[config.mk]
export PLATFORM = sky130hd
export DESIGN_NAME = dac_serial_if
export DESIGN_NICKNAME = d
export VERILOG_FILES = /design/src/rtl/dac_serial_pkg.sv /design/src/rtl/dac_sync.sv /design/src/rtl/dac_shifter.sv /design/src/rtl/dac_regs.sv /design/src/rtl/dac_serial_if.sv
export SDC_FILE = /design/constraint.sdc
export NUM_CORES = 1
export LEC_CHECK = 0
export BUFFER_PORTS_ARGS = -buffer_cell sky130_fd_sc_hd__buf_4
export CORE_MARGIN = 1
export CORE_UTILIZATION = 60
export DETAILED_ROUTE_END_ITERATION = 6
export GPL_TIMING_DRIVEN = 0
export PLACE_DENSITY = 0.82
export SLEW_MARGIN = 20
export SYNTH_ARGS = -nofsm -noshare
export SYNTH_HDL_FRONTEND = slang
export SYNTH_SLANG_ARGS = --single-unit
[constraint.sdc]
create_clock -name clk -period 2.9 [get_ports clk]
set_input_delay 0.58 -clock clk [delete_from_list [all_inputs] [get_ports clk]]
set_output_delay 0.58 -clock clk [all_outputs]
set_load 0.005 [all_outputs]
[src/rtl/dac_serial_pkg.sv]
package dac_serial_pkg;

  // Control and serial inputs, bundled for the synchronizer
  typedef struct packed {
    logic sclk;
    logic sdin;
    logic frame_n;
    logic load_n;
    logic clear_n;
    logic pwr_n;
  } ctl_t;

  // Idle levels: clock low, selects and strobes inactive (high)
  localparam ctl_t CTL_IDLE = '{sclk: 1'b0, sdin: 1'b0, frame_n: 1'b1,
                                load_n: 1'b1, clear_n: 1'b1, pwr_n: 1'b1};

endpackage

[src/rtl/dac_sync.sv]
module dac_sync #(
  parameter int unsigned N      = 6,
  parameter int unsigned STAGES = 2,
  parameter logic [N-1:0] RST   = '0
) (
  input  logic         clk,
  input  logic         rst,
  input  logic [N-1:0] d,
  output logic [N-1:0] q
);

  logic [STAGES-1:0][N-1:0] stg;

  always_ff @(posedge clk) begin
    if (rst) begin
      for (int i = 0; i < STAGES; i++) stg[i] <= RST;
    end else begin
      stg[0] <= d;
      for (int i = 1; i < STAGES; i++) stg[i] <= stg[i-1];
    end
  end

  assign q = stg[STAGES-1];

endmodule

[src/rtl/dac_shifter.sv]
module dac_shifter #(
  parameter int unsigned W = 16
) (
  input  logic         clk,
  input  logic         rst,
  input  logic         sclk_s,
  input  logic         sdin_s,
  input  logic         frame_n_s,
  output logic [W-1:0] word,
  output logic         commit,
  output logic         msb
);

  localparam int unsigned CW = $clog2(W + 1);
  localparam logic [CW-1:0] FULL = CW'(W);

  logic          sclk_d, frame_d;
  logic [CW-1:0] cnt;
  logic [W-1:0]  shreg;
  logic          shift_en, frame_end;

  assign shift_en  = sclk_d & ~sclk_s & ~frame_n_s;
  assign frame_end = ~frame_d & frame_n_s;

  always_ff @(posedge clk) begin
    if (rst) begin
      sclk_d  <= 1'b0;
      frame_d <= 1'b1;
      cnt     <= '0;
      shreg   <= '0;
      commit  <= 1'b0;
    end else begin
      sclk_d  <= sclk_s;
      frame_d <= frame_n_s;
      commit  <= frame_end && (cnt == FULL);
      if (frame_n_s) cnt <= '0;
      else if (shift_en && cnt != FULL) cnt <= cnt + 1'b1;
      if (shift_en) shreg <= {shreg[W-2:0], sdin_s};
    end
  end

  assign word = shreg;
  assign msb  = shreg[W-1];


  shift_in_chk: assert property (@(posedge clk) disable iff (rst)
    shift_en |=> shreg[0] == $past(sdin_s));

  idle_hold_chk: assert property (@(posedge clk) disable iff (rst)
    frame_n_s |=> $stable(shreg));

endmodule

[src/rtl/dac_regs.sv]
module dac_regs #(
  parameter int unsigned W = 16
) (
  input  logic         clk,
  input  logic         rst,
  input  logic         commit,
  input  logic [W-1:0] word,
  input  logic         load_n_s,
  input  logic         clear_n_s,
  input  logic         pwr_n_s,
  output logic [W-1:0] code_q,
  output logic         force_zero_q,
  output logic         pwr_down_q
);

  localparam logic [W-1:0] MID = {1'b1, {(W-1){1'b0}}};

  logic [W-1:0] in_reg, dac_reg;
  logic         clr_lat;

  always_ff @(posedge clk) begin
    if (rst) begin
      in_reg       <= MID;
      dac_reg      <= MID;
      clr_lat      <= 1'b1;
      code_q       <= MID;
      force_zero_q <= 1'b1;
      pwr_down_q   <= 1'b0;
    end else begin
      if (commit) in_reg <= word;
      if (!load_n_s) dac_reg <= commit ? word : in_reg;
      if (!clear_n_s) clr_lat <= 1'b1;
      else if (!load_n_s) clr_lat <= 1'b0;
      code_q       <= (!pwr_n_s || !clear_n_s || clr_lat) ? MID : dac_reg;
      force_zero_q <= !clear_n_s || clr_lat;
      pwr_down_q   <= !pwr_n_s;
    end
  end


  load_hold_chk: assert property (@(posedge clk) disable iff (rst)
    load_n_s |=> $stable(dac_reg));

  in_hold_chk: assert property (@(posedge clk) disable iff (rst)
    !commit |=> $stable(in_reg));

  clear_zero_chk: assert property (@(posedge clk) disable iff (rst)
    !clear_n_s |=> (code_q == MID) && force_zero_q);

  pd_zero_chk: assert property (@(posedge clk) disable iff (rst)
    !pwr_n_s |=> (code_q == MID) && pwr_down_q);

endmodule

[src/rtl/dac_serial_if.sv]
module dac_serial_if #(
  parameter int unsigned WIDTH       = 16,
  parameter int unsigned SYNC_STAGES = 2
) (
  input  logic             clk,
  input  logic             rst,
  input  logic             ser_clk,
  input  logic             ser_din,
  input  logic             frame_n,
  input  logic             load_n,
  input  logic             clear_n,
  input  logic             pwr_n,
  output logic             ser_dout,
  output logic [WIDTH-1:0] dac_code,
  output logic             zero_force,
  output logic             pwr_down
);
  import dac_serial_pkg::*;

  ctl_t             raw, syn;
  logic [WIDTH-1:0] word;
  logic             commit, msb;

  assign raw = '{sclk: ser_clk, sdin: ser_din, frame_n: frame_n,
                 load_n: load_n, clear_n: clear_n, pwr_n: pwr_n};

  dac_sync #(.N($bits(ctl_t)), .STAGES(SYNC_STAGES), .RST(CTL_IDLE)) u_sync (
    .clk(clk), .rst(rst), .d(raw), .q(syn)
  );

  dac_shifter #(.W(WIDTH)) u_shift (
    .clk(clk), .rst(rst), .sclk_s(syn.sclk), .sdin_s(syn.sdin),
    .frame_n_s(syn.frame_n), .word(word), .commit(commit), .msb(msb)
  );

  dac_regs #(.W(WIDTH)) u_regs (
    .clk(clk), .rst(rst), .commit(commit), .word(word),
    .load_n_s(syn.load_n), .clear_n_s(syn.clear_n), .pwr_n_s(syn.pwr_n),
    .code_q(dac_code), .force_zero_q(zero_force), .pwr_down_q(pwr_down)
  );

  always_ff @(posedge clk) begin
    if (rst) ser_dout <= 1'b0;
    else     ser_dout <= syn.pwr_n & msb;
  end


  sdo_off_chk: assert property (@(posedge clk) disable iff (rst)
    !syn.pwr_n |=> !ser_dout);

endmodule

## Word-level counts from Yosys, hierarchy flattened

Cells that the tools add are included.

- Add/subtract/negate cells: 1
- Eq/ne operators: 2
- Muxes and demuxes: 1
- Bitwise operators: 8
- Reduce and logical (&&, ||, !) cells: 10

Operators with widths:

| operator | number |
|---|---|
| 16-bit 2-to-1 mux | 1 |
| 2-bit OR reduction | 3 |
| 5-bit by 1-bit adder with 5-bit output, second input constant | 1 |
| 5-bit == test, second input constant | 1 |
| 5-bit inequality test, second input constant | 1 |
| 1-bit bitwise AND | 4 |
| 1-bit inverter | 4 |
| 1-bit logical OR | 3 |
| 1-bit logical AND | 2 |
| 1-bit zero test | 2 |

- Bits in registers: 88
- Output and inout bits: 19

## Logic depth before layout (Yosys ltp)

Gate-level depths: netlist of the first run.

- Depth after elaboration: 4
- Gate-level depth with buffers: 5

## Modules after synthesis

Synthesis of the first run repeated with hierarchy kept, for this count alone.

- Cells, all modules: 289
- Area total of the unflattened synthesis: 2995.4 um^2

Modules (own cells, without submodules):

| module | times used | cells an instance | area an instance (um^2) | seq. area each (um^2) |
|---|---|---|---|---|
| dac_regs | 1 | 148 | 1684.1 | 1021.0 |
| dac_shifter | 1 | 108 | 908.4 | 480.5 |
| dac_sync | 1 | 31 | 374.1 | 240.2 |
| dac_serial_if | 1 | 2 | 28.8 | 20.0 |

## Worst setup path after synthesis of the first run

No wires, ideal clock.

- Path type: input -> register
- From: input rst
- To: register u_regs.code_q[10]
- Library setup time: 0.059 ns
- Arrival time: 1.422 ns
- Setup slack: 1.419 ns
- Stages on the path: 4
- Path through: or3b_4 nor2_2 clkbuf_1 and2_1

- Cells in the longest elaborated chain, start to end: 1

RTL lines:

| element | RTL line | source |
|---|---|---|
| start: declaration | dac_serial_if.sv:6 | `input logic rst,` |
| 2-bit OR reduction (no line) | -- |  |
| end signal: assignment | dac_regs.sv:34 | `code_q <= (!pwr_n_s \|\| !clear_n_s \|\| clr_lat) ? MID : dac_reg;` |
| end: declaration | dac_regs.sv:11 | `output logic [W-1:0] code_q,` |

Every way passes these cells.
A chain may end at the register's enable or synchronous reset.

## Worst setup path after layout of the first run

- From: input rst
- To: register u_regs.code_q[11]

Same word-level chain as after synthesis.

==> results.cfg, run 1 <==
[global_routing]
grt_pass1_wl_mm = 8.35
met3_usage_pct = 5.00
globalRouteTotalUtil_pct = 21.1
global_route.usage.met1_pct = 27.8
antenna_found_initial = 0
grt_pass1_vias = 1823
maximum_number_of_pins_on_one_net_before_global_route_repair = 14
grt_overflow = 0
grt_most_used_layer = met2
gr-usage-met2_pct = 32.2

[worst_setup_path]
series_of_cell_instances_along_the_critical_path = buf_4 -> or3b_4 -> nor2_2 -> clkbuf_1 -> and2_1
critical_path.max_fanout = 10
worst_path_dominant_cell_family = simple AND/OR/NAND/NOR gates
timing.critical_path.required_ps = 3180
cpPeakStageDelay_ps = 390
start_kind = input port
data_arrival_at_the_endpoint_of_the_critical_path_ps = 1890
timing.critical_path.to_type = flop
timing_worst_setup_path_type = input port to flop
crit_slowest_cell = or3b_4
crit_buf_inv = 2
regToRegSetupSlack_ps = 1310

[final_layout]
final.fill_count = 355
area_growth_syn_to_fin_pct = 16.7
diodes = 0
finalNetCount = 328
post_route_cells_drive_above_1_share_pct = 23.2
design_area_um2 = 3440

[drt]
vias = 1905
routed_via_density = 4.88
detailedRoute.firstIterationViolations = 51
antenna_left = 0
detail_route.wirelength_mm = 4.79
detail_route.wl_per_cell_um = 12.3
post-route-drc-count = 0
drt_pre_antenna_iters = 4

[clock_network]
post-cts-setup-buffer-count = 0
clkTransAtPathRegs_ps = 80
clock-root-buffer = clkbuf_8
worst_skew_pair.late_latency_ps = 340
cts.sink_count = 88
htree_levels = 3
tritoncts = done
cts_max_path_buffers = 2
cts_made_buffers = 9
holdBufCountCts = 0
postCtsResizedCells = 0

[die]
design.portCount = 27
rows = 25
die_width_um = 72.1
initial_utilization_pct = 62.4
die_area_um2 = 5200
die_h_um = 72.1
floorplan.core_area_um2 = 4720

[power_and_ir_drop]
power_per_cell_area_nw_per_um2 = 630
combinationalPowerShare_pct = 2.2
power.ir.vdd_worst_uv = 413
clockPowerShare_pct = 41.5
switching_share_pct = 19.4
power.sequential.fraction_pct = 56.3
p_leak_uw = 0.00144
p_int_uw = 1750
power_switching_uw = 421
power_uw = 2170

[sta]
timing.final.max_slew_violations = 0
fin_tns_setup_ps = 0
finalHoldWorstSlack_ps = 404
setup_ws_ps = 1290
finalCriticalPeriod_ps = 1610
worst_pin_slew_ps = 613
layout_worst_path_cycle_share_pct = 55.5
setup_violations = 0
timing_hold_violations_final = 0
max_clock_freq_ghz = 0.621
slew_headroom_pct = 59.0
setup_repair_after_global_routing_missed_its_margin = no
worst_clock_skew_ps = 7.24

[yosys]
synth_top_area_cell = dfxtp_1
post_synth_fa_ha_maj_area_fraction_pct = 0.849
yosysUniqueCellTypes = 26
synth-warning-count = 0
synth_seq_area_share_pct = 59.8
cell_area_after_technology_mapping_um2 = 2950
synth_fp_nets = 291
combinational_family_with_the_most_area_after_synthesis = simple AND/OR/NAND/NOR gates
synthesized_area_fraction_occupied_by_and_or_nand_nor_cells_pct = 20.8
synth_xor_xnor_area_share_pct = 0
synth.avg_cell_area_um2 = 10.5
synth_largest_type_area_fraction_pct = 59.8
synth-compound-area-share_pct = 4.25
leading_cell_types_by_total_area_after_synthesis = dfxtp_1, mux2_2, mux2i_1, nand2_1, nor2b_1
yosys-mux-area-fraction_pct = 11.5
synthCells = 281
ys_ff_latch = 88

[placement]
gp_congestion = 0.725
dpl-instance-area_um2 = 3230
dp_slack_ps = 883
hpwlAfterDp_mm = 3.24
port_buffers = 26

[outcome]
status = finished clean

[hold_path]
min-delay-path-class = flop to flop

[run]
maxCapViolations = 0
[through the flow]
stage                     std cells  utilization, %
after floorplan                 281               -
after global placement          374            68.3
after detailed placement        374            68.3
after CTS                       390            72.8
after global routing            390            72.8
final                           390            72.8
[cell usage in the layout (no fill, tap or decap), types with 2 or more instances in the layout]
cell | netlist | final
and2_1 | 15 | 15
a21oi_1 | 21 | 21
mux2i_1 | 16 | 16
nor2b_1 | 20 | 20
dfxtp_1 | 88 | 88
inv_1 | 3 | 3
ha_1 | 2 | 2
nand3_1 | 3 | 3
clkbuf_1 | 8 | 11
or3_1 | 4 | 4
or2_2 | 10 | 10
buf_2 | 7 | 7
mux2_2 | 16 | 16
nor2_1 | 17 | 17
bufinv_16 | 0 | 2
nand2_1 | 36 | 36
clkbuf_8 | 0 | 10
nand4bb_1 | 2 | 2
o21ai_0 | 4 | 4
buf_4 | 0 | 26
[final timing paths]
path	cells past startpoint	startpoint	end
min reg2reg	1	u_shift.frame_d	u_shift.commit
max reg2reg	4	u_sync.q[1]	u_regs.code_q[11]
max	5	rst	u_regs.code_q[11]
min	1	u_shift.frame_d	u_shift.commit
[per-layer routing]
layer / vias up / wire [µm] / share of wire [%]
met5: - / 0 / 0
met4: 0 / 109 / 2.3
met3: 10 / 132 / 2.8
met2: 33 / 2160 / 45
met1: 872 / 2390 / 50
li1: 990 / - / -
[power by group through the flow]
stage / Sequential, µW / Clock (µW) / Combinational [µW]
6_report: 1220 / 899 / 47.0
5_1_grt: 1220 / 964 / 52.1
4_1_cts: 1220 / 912 / 47.9
3_5_place_dp: 1250 / 0 / 47.7
3_3_place_gp: 1250 / 0 / 46.5
2_1_floorplan: 1250 / 0 / 29.5
[area by class of cell]
| class | instances | area [µm²] | area share, % |
|---|---|---|---|
| buffer | 16 | 68.8 | 2.00 |
| clock buffer | 13 | 149 | 4.33 |
| clock inverter | 3 | 65.1 | 1.89 |
| inverter | 3 | 11.3 | 0.327 |
| multi-input combinational | 174 | 1100 | 32.1 |
| sequential | 88 | 1760 | 51.2 |
| tap | 67 | 83.8 | 2.44 |
| timing repair buffer | 26 | 195 | 5.67 |
[worst reg2reg max path, delay by kind of cell, from the launching register on]
kind	cells	cell delay, ps
buf+inv	1	390
flops	1	330
simple gates	3	810
[synth_stat cells]
master      n
nand2b_1    1
nand3_1     3
mux2i_1    16
or3_1       4
or3b_4      1
buf_2       7
o21ai_0     4
nor4b_1     1
nor2_1     17
or2_2      10
nor2b_1    20
nand2_1    36
nor4bb_1    1
nor2_2      1
a21oi_1    21
clkbuf_1    8
dfxtp_1    88
ha_1        2
and2_1     15
nor3b_2     1
inv_1       3
buf_1       1
mux2_2     16
or3b_1      1
nand4bb_1   2
nand3b_1    1
[logic make-up after synthesis]
kind of cell / count (synthesis)
DFF: 88
AOI/OAI and AO/OA: 25
buffers and inverters: 19
muxes: 32
and+or+nand+nor: 115
adders and majority gates: 2
Power figures use the tool's default switching activity.
==> inputs of run 2 (changes only) <==
CORE_UTILIZATION = 57   (was 60)
PLACE_DENSITY = 0.79   (was 0.82)
clock period = 1.6 ns   (was 2.9 ns; I/O delays follow)
==> results.cfg, run 2 (same netlist as run 1, synthesis figures left out) <==
[sta]
setup_ws_ps = 96.7
setup_repair_after_global_routing_missed_its_margin = no
worst_pin_slew_ps = 519
slew_headroom_pct = 65.4
worst_clock_skew_ps = 6.19
setup_violations = 0
timing.final.max_slew_violations = 0
timing_hold_violations_final = 0
layout_worst_path_cycle_share_pct = 94.0
max_clock_freq_ghz = 0.665
finalCriticalPeriod_ps = 1500

[final_layout]
diodes = 0
seq_area_um2 = 1760
area_occupied_by_multi_input_gates_um2 = 1110
area_growth_syn_to_fin_pct = 16.3
finalNetCount = 328
most-common-layout-cells = dfxtp_1, nand2_1, buf_4, a21oi_1, nor2b_1
final.fill_count = 368
design_area_um2 = 3430
post_route_cells_drive_above_1_share_pct = 24.0
final_core_utilization_pct = 70.7
layout.cells.most_common = dfxtp_1

[die]
floorplan.core_area_um2 = 4850
design.portCount = 27
die_width_um = 73.9
initial_utilization_pct = 60.8
die_area_um2 = 5460
die_h_um = 73.9
rows = 25

[power_and_ir_drop]
clockPowerShare_pct = 39.3
power_per_cell_area_nw_per_um2 = 1110
combinationalPowerShare_pct = 2.3
p_leak_uw = 0.00143
power.ir.vdd_worst_uv = 745
p_int_uw = 3030
power_switching_uw = 761
power.sequential.fraction_pct = 58.4
switching_share_pct = 20.1

[worst_setup_path]
cp-endpoint = u_regs.dac_reg[13]
timing_worst_setup_path_type = flop to flop
r2r_start = u_shift.commit
data_arrival_at_the_endpoint_of_the_critical_path_ps = 1710
critPathLaunch = u_shift.commit
timing.critical_path.to_type = flop
reg2regPathDepth = 5
critical_path.reg2reg.endpoint = u_regs.dac_reg[13]
start_kind = flop
regToRegSetupSlack_ps = 100
timing.critical_path.required_ps = 1810
critical_path.max_fanout = 10

[placement]
port_buffers = 26
hpwlAfterDp_mm = 3.24
gp_congestion = 0.778
dpl-instance-area_um2 = 3230
dp_slack_ps = -131

[clock_network]
tritoncts = done
worst_skew_pair.late_latency_ps = 340
cts_made_buffers = 9
holdBufCountCts = 0
cts.sink_count = 88
clock-root-buffer = clkbuf_8
clkTransAtPathRegs_ps = 70
cts_max_path_buffers = 2
htree_levels = 3

[global_routing]
maximum_number_of_pins_on_one_net_before_global_route_repair = 14
grt_pass1_wl_mm = 8.07
antenna_found_initial = 0
grt_pass1_vias = 1757
grt_overflow = 0
globalRouteTotalUtil_pct = 20.1

[drt]
detail_route.wirelength_mm = 4.90
vias = 1928
drt_pre_antenna_iters = 4
detailedRoute.firstIterationViolations = 128
detail_route.wl_per_cell_um = 12.6
routed_via_density = 4.97
antenna_left = 0
post-route-drc-count = 0

[run]
maxCapViolations = 0

[outcome]
status = finished clean

[hold_path]
min-delay-path-class = input port to flop
-- run 2: per-layer routing --
layer  wire length (µm)  GRT usage, %  vias to the layer above
met5                  0             0                        -
met4                114          12.4                        0
met3                146          5.08                       11
met2               2120          28.6                       39
met1               2520          27.4                      888
li1                   -             -                      990
-- run 2: area by class of cell --
class,instances,share of cell area [%]
Clock inverter,3,1.24
Buffer,16,2.04
Inverter,3,0.329
Tap cell,67,2.45
Sequential cell,88,51.4
Multi-Input combinational cell,174,32.4
Timing Repair Buffer,26,5.70
Clock buffer,11,4.42
-- run 2: critical path, stage by stage, from the launching register on --
cell and delay [ps]:
dfxtp_1 300, buf_2 190, buf_2 300, mux2_2 390, mux2i_1 130, nor2_1 50
-- run 2: worst min path at each step --
stage | from | endpoint | slack (ps) | depth (start not counted)
5_1_grt | pwr_n | u_sync.stg[0] | 150 | 2
4_1_cts | load_n | u_sync.stg[2] | 150 | 2
6_report | load_n | u_sync.stg[2] | 160 | 2
2_1_floorplan | u_sync.q[1] | u_regs.clr_lat | 380 | 1
3_5_place_dp | u_shift.frame_d | u_shift.commit | 380 | 1
3_3_place_gp | u_sync.q[1] | u_regs.clr_lat | 380 | 1
-- run 2: through the flow --
step                std cells  power (µW)  hold WS, ps  setup TNS [ps]
detailed placement        374        2350          384           -1260
finish                    388        3790          164               0
CTS                       388        3810          151               0
global placement          374        2350          380           -1190
floorplan                 281        2320          375               0
global route              388        3930          146               0
-- run 2: power groups by stage --
| stage | Clock (µW) | Combinational [µW] | Sequential [µW] |
|---|---|---|---|
| floorplan | 0 | 53.5 | 2260 |
| global placement | 0 | 84.6 | 2260 |
| detailed placement | 0 | 86.9 | 2260 |
| CTS | 1510 | 87.2 | 2210 |
| global route | 1620 | 95.3 | 2220 |
| finish | 1490 | 86.7 | 2210 |
-- run 2: what timing repair did --
| item | CTS | global route |
|---|---|---|
| resized for setup | 1 | 1 |
| endpoints found under the setup margin | 6 | 4 |
| gates cloned | 0 | 0 |
| setup buffers | 0 | 0 |
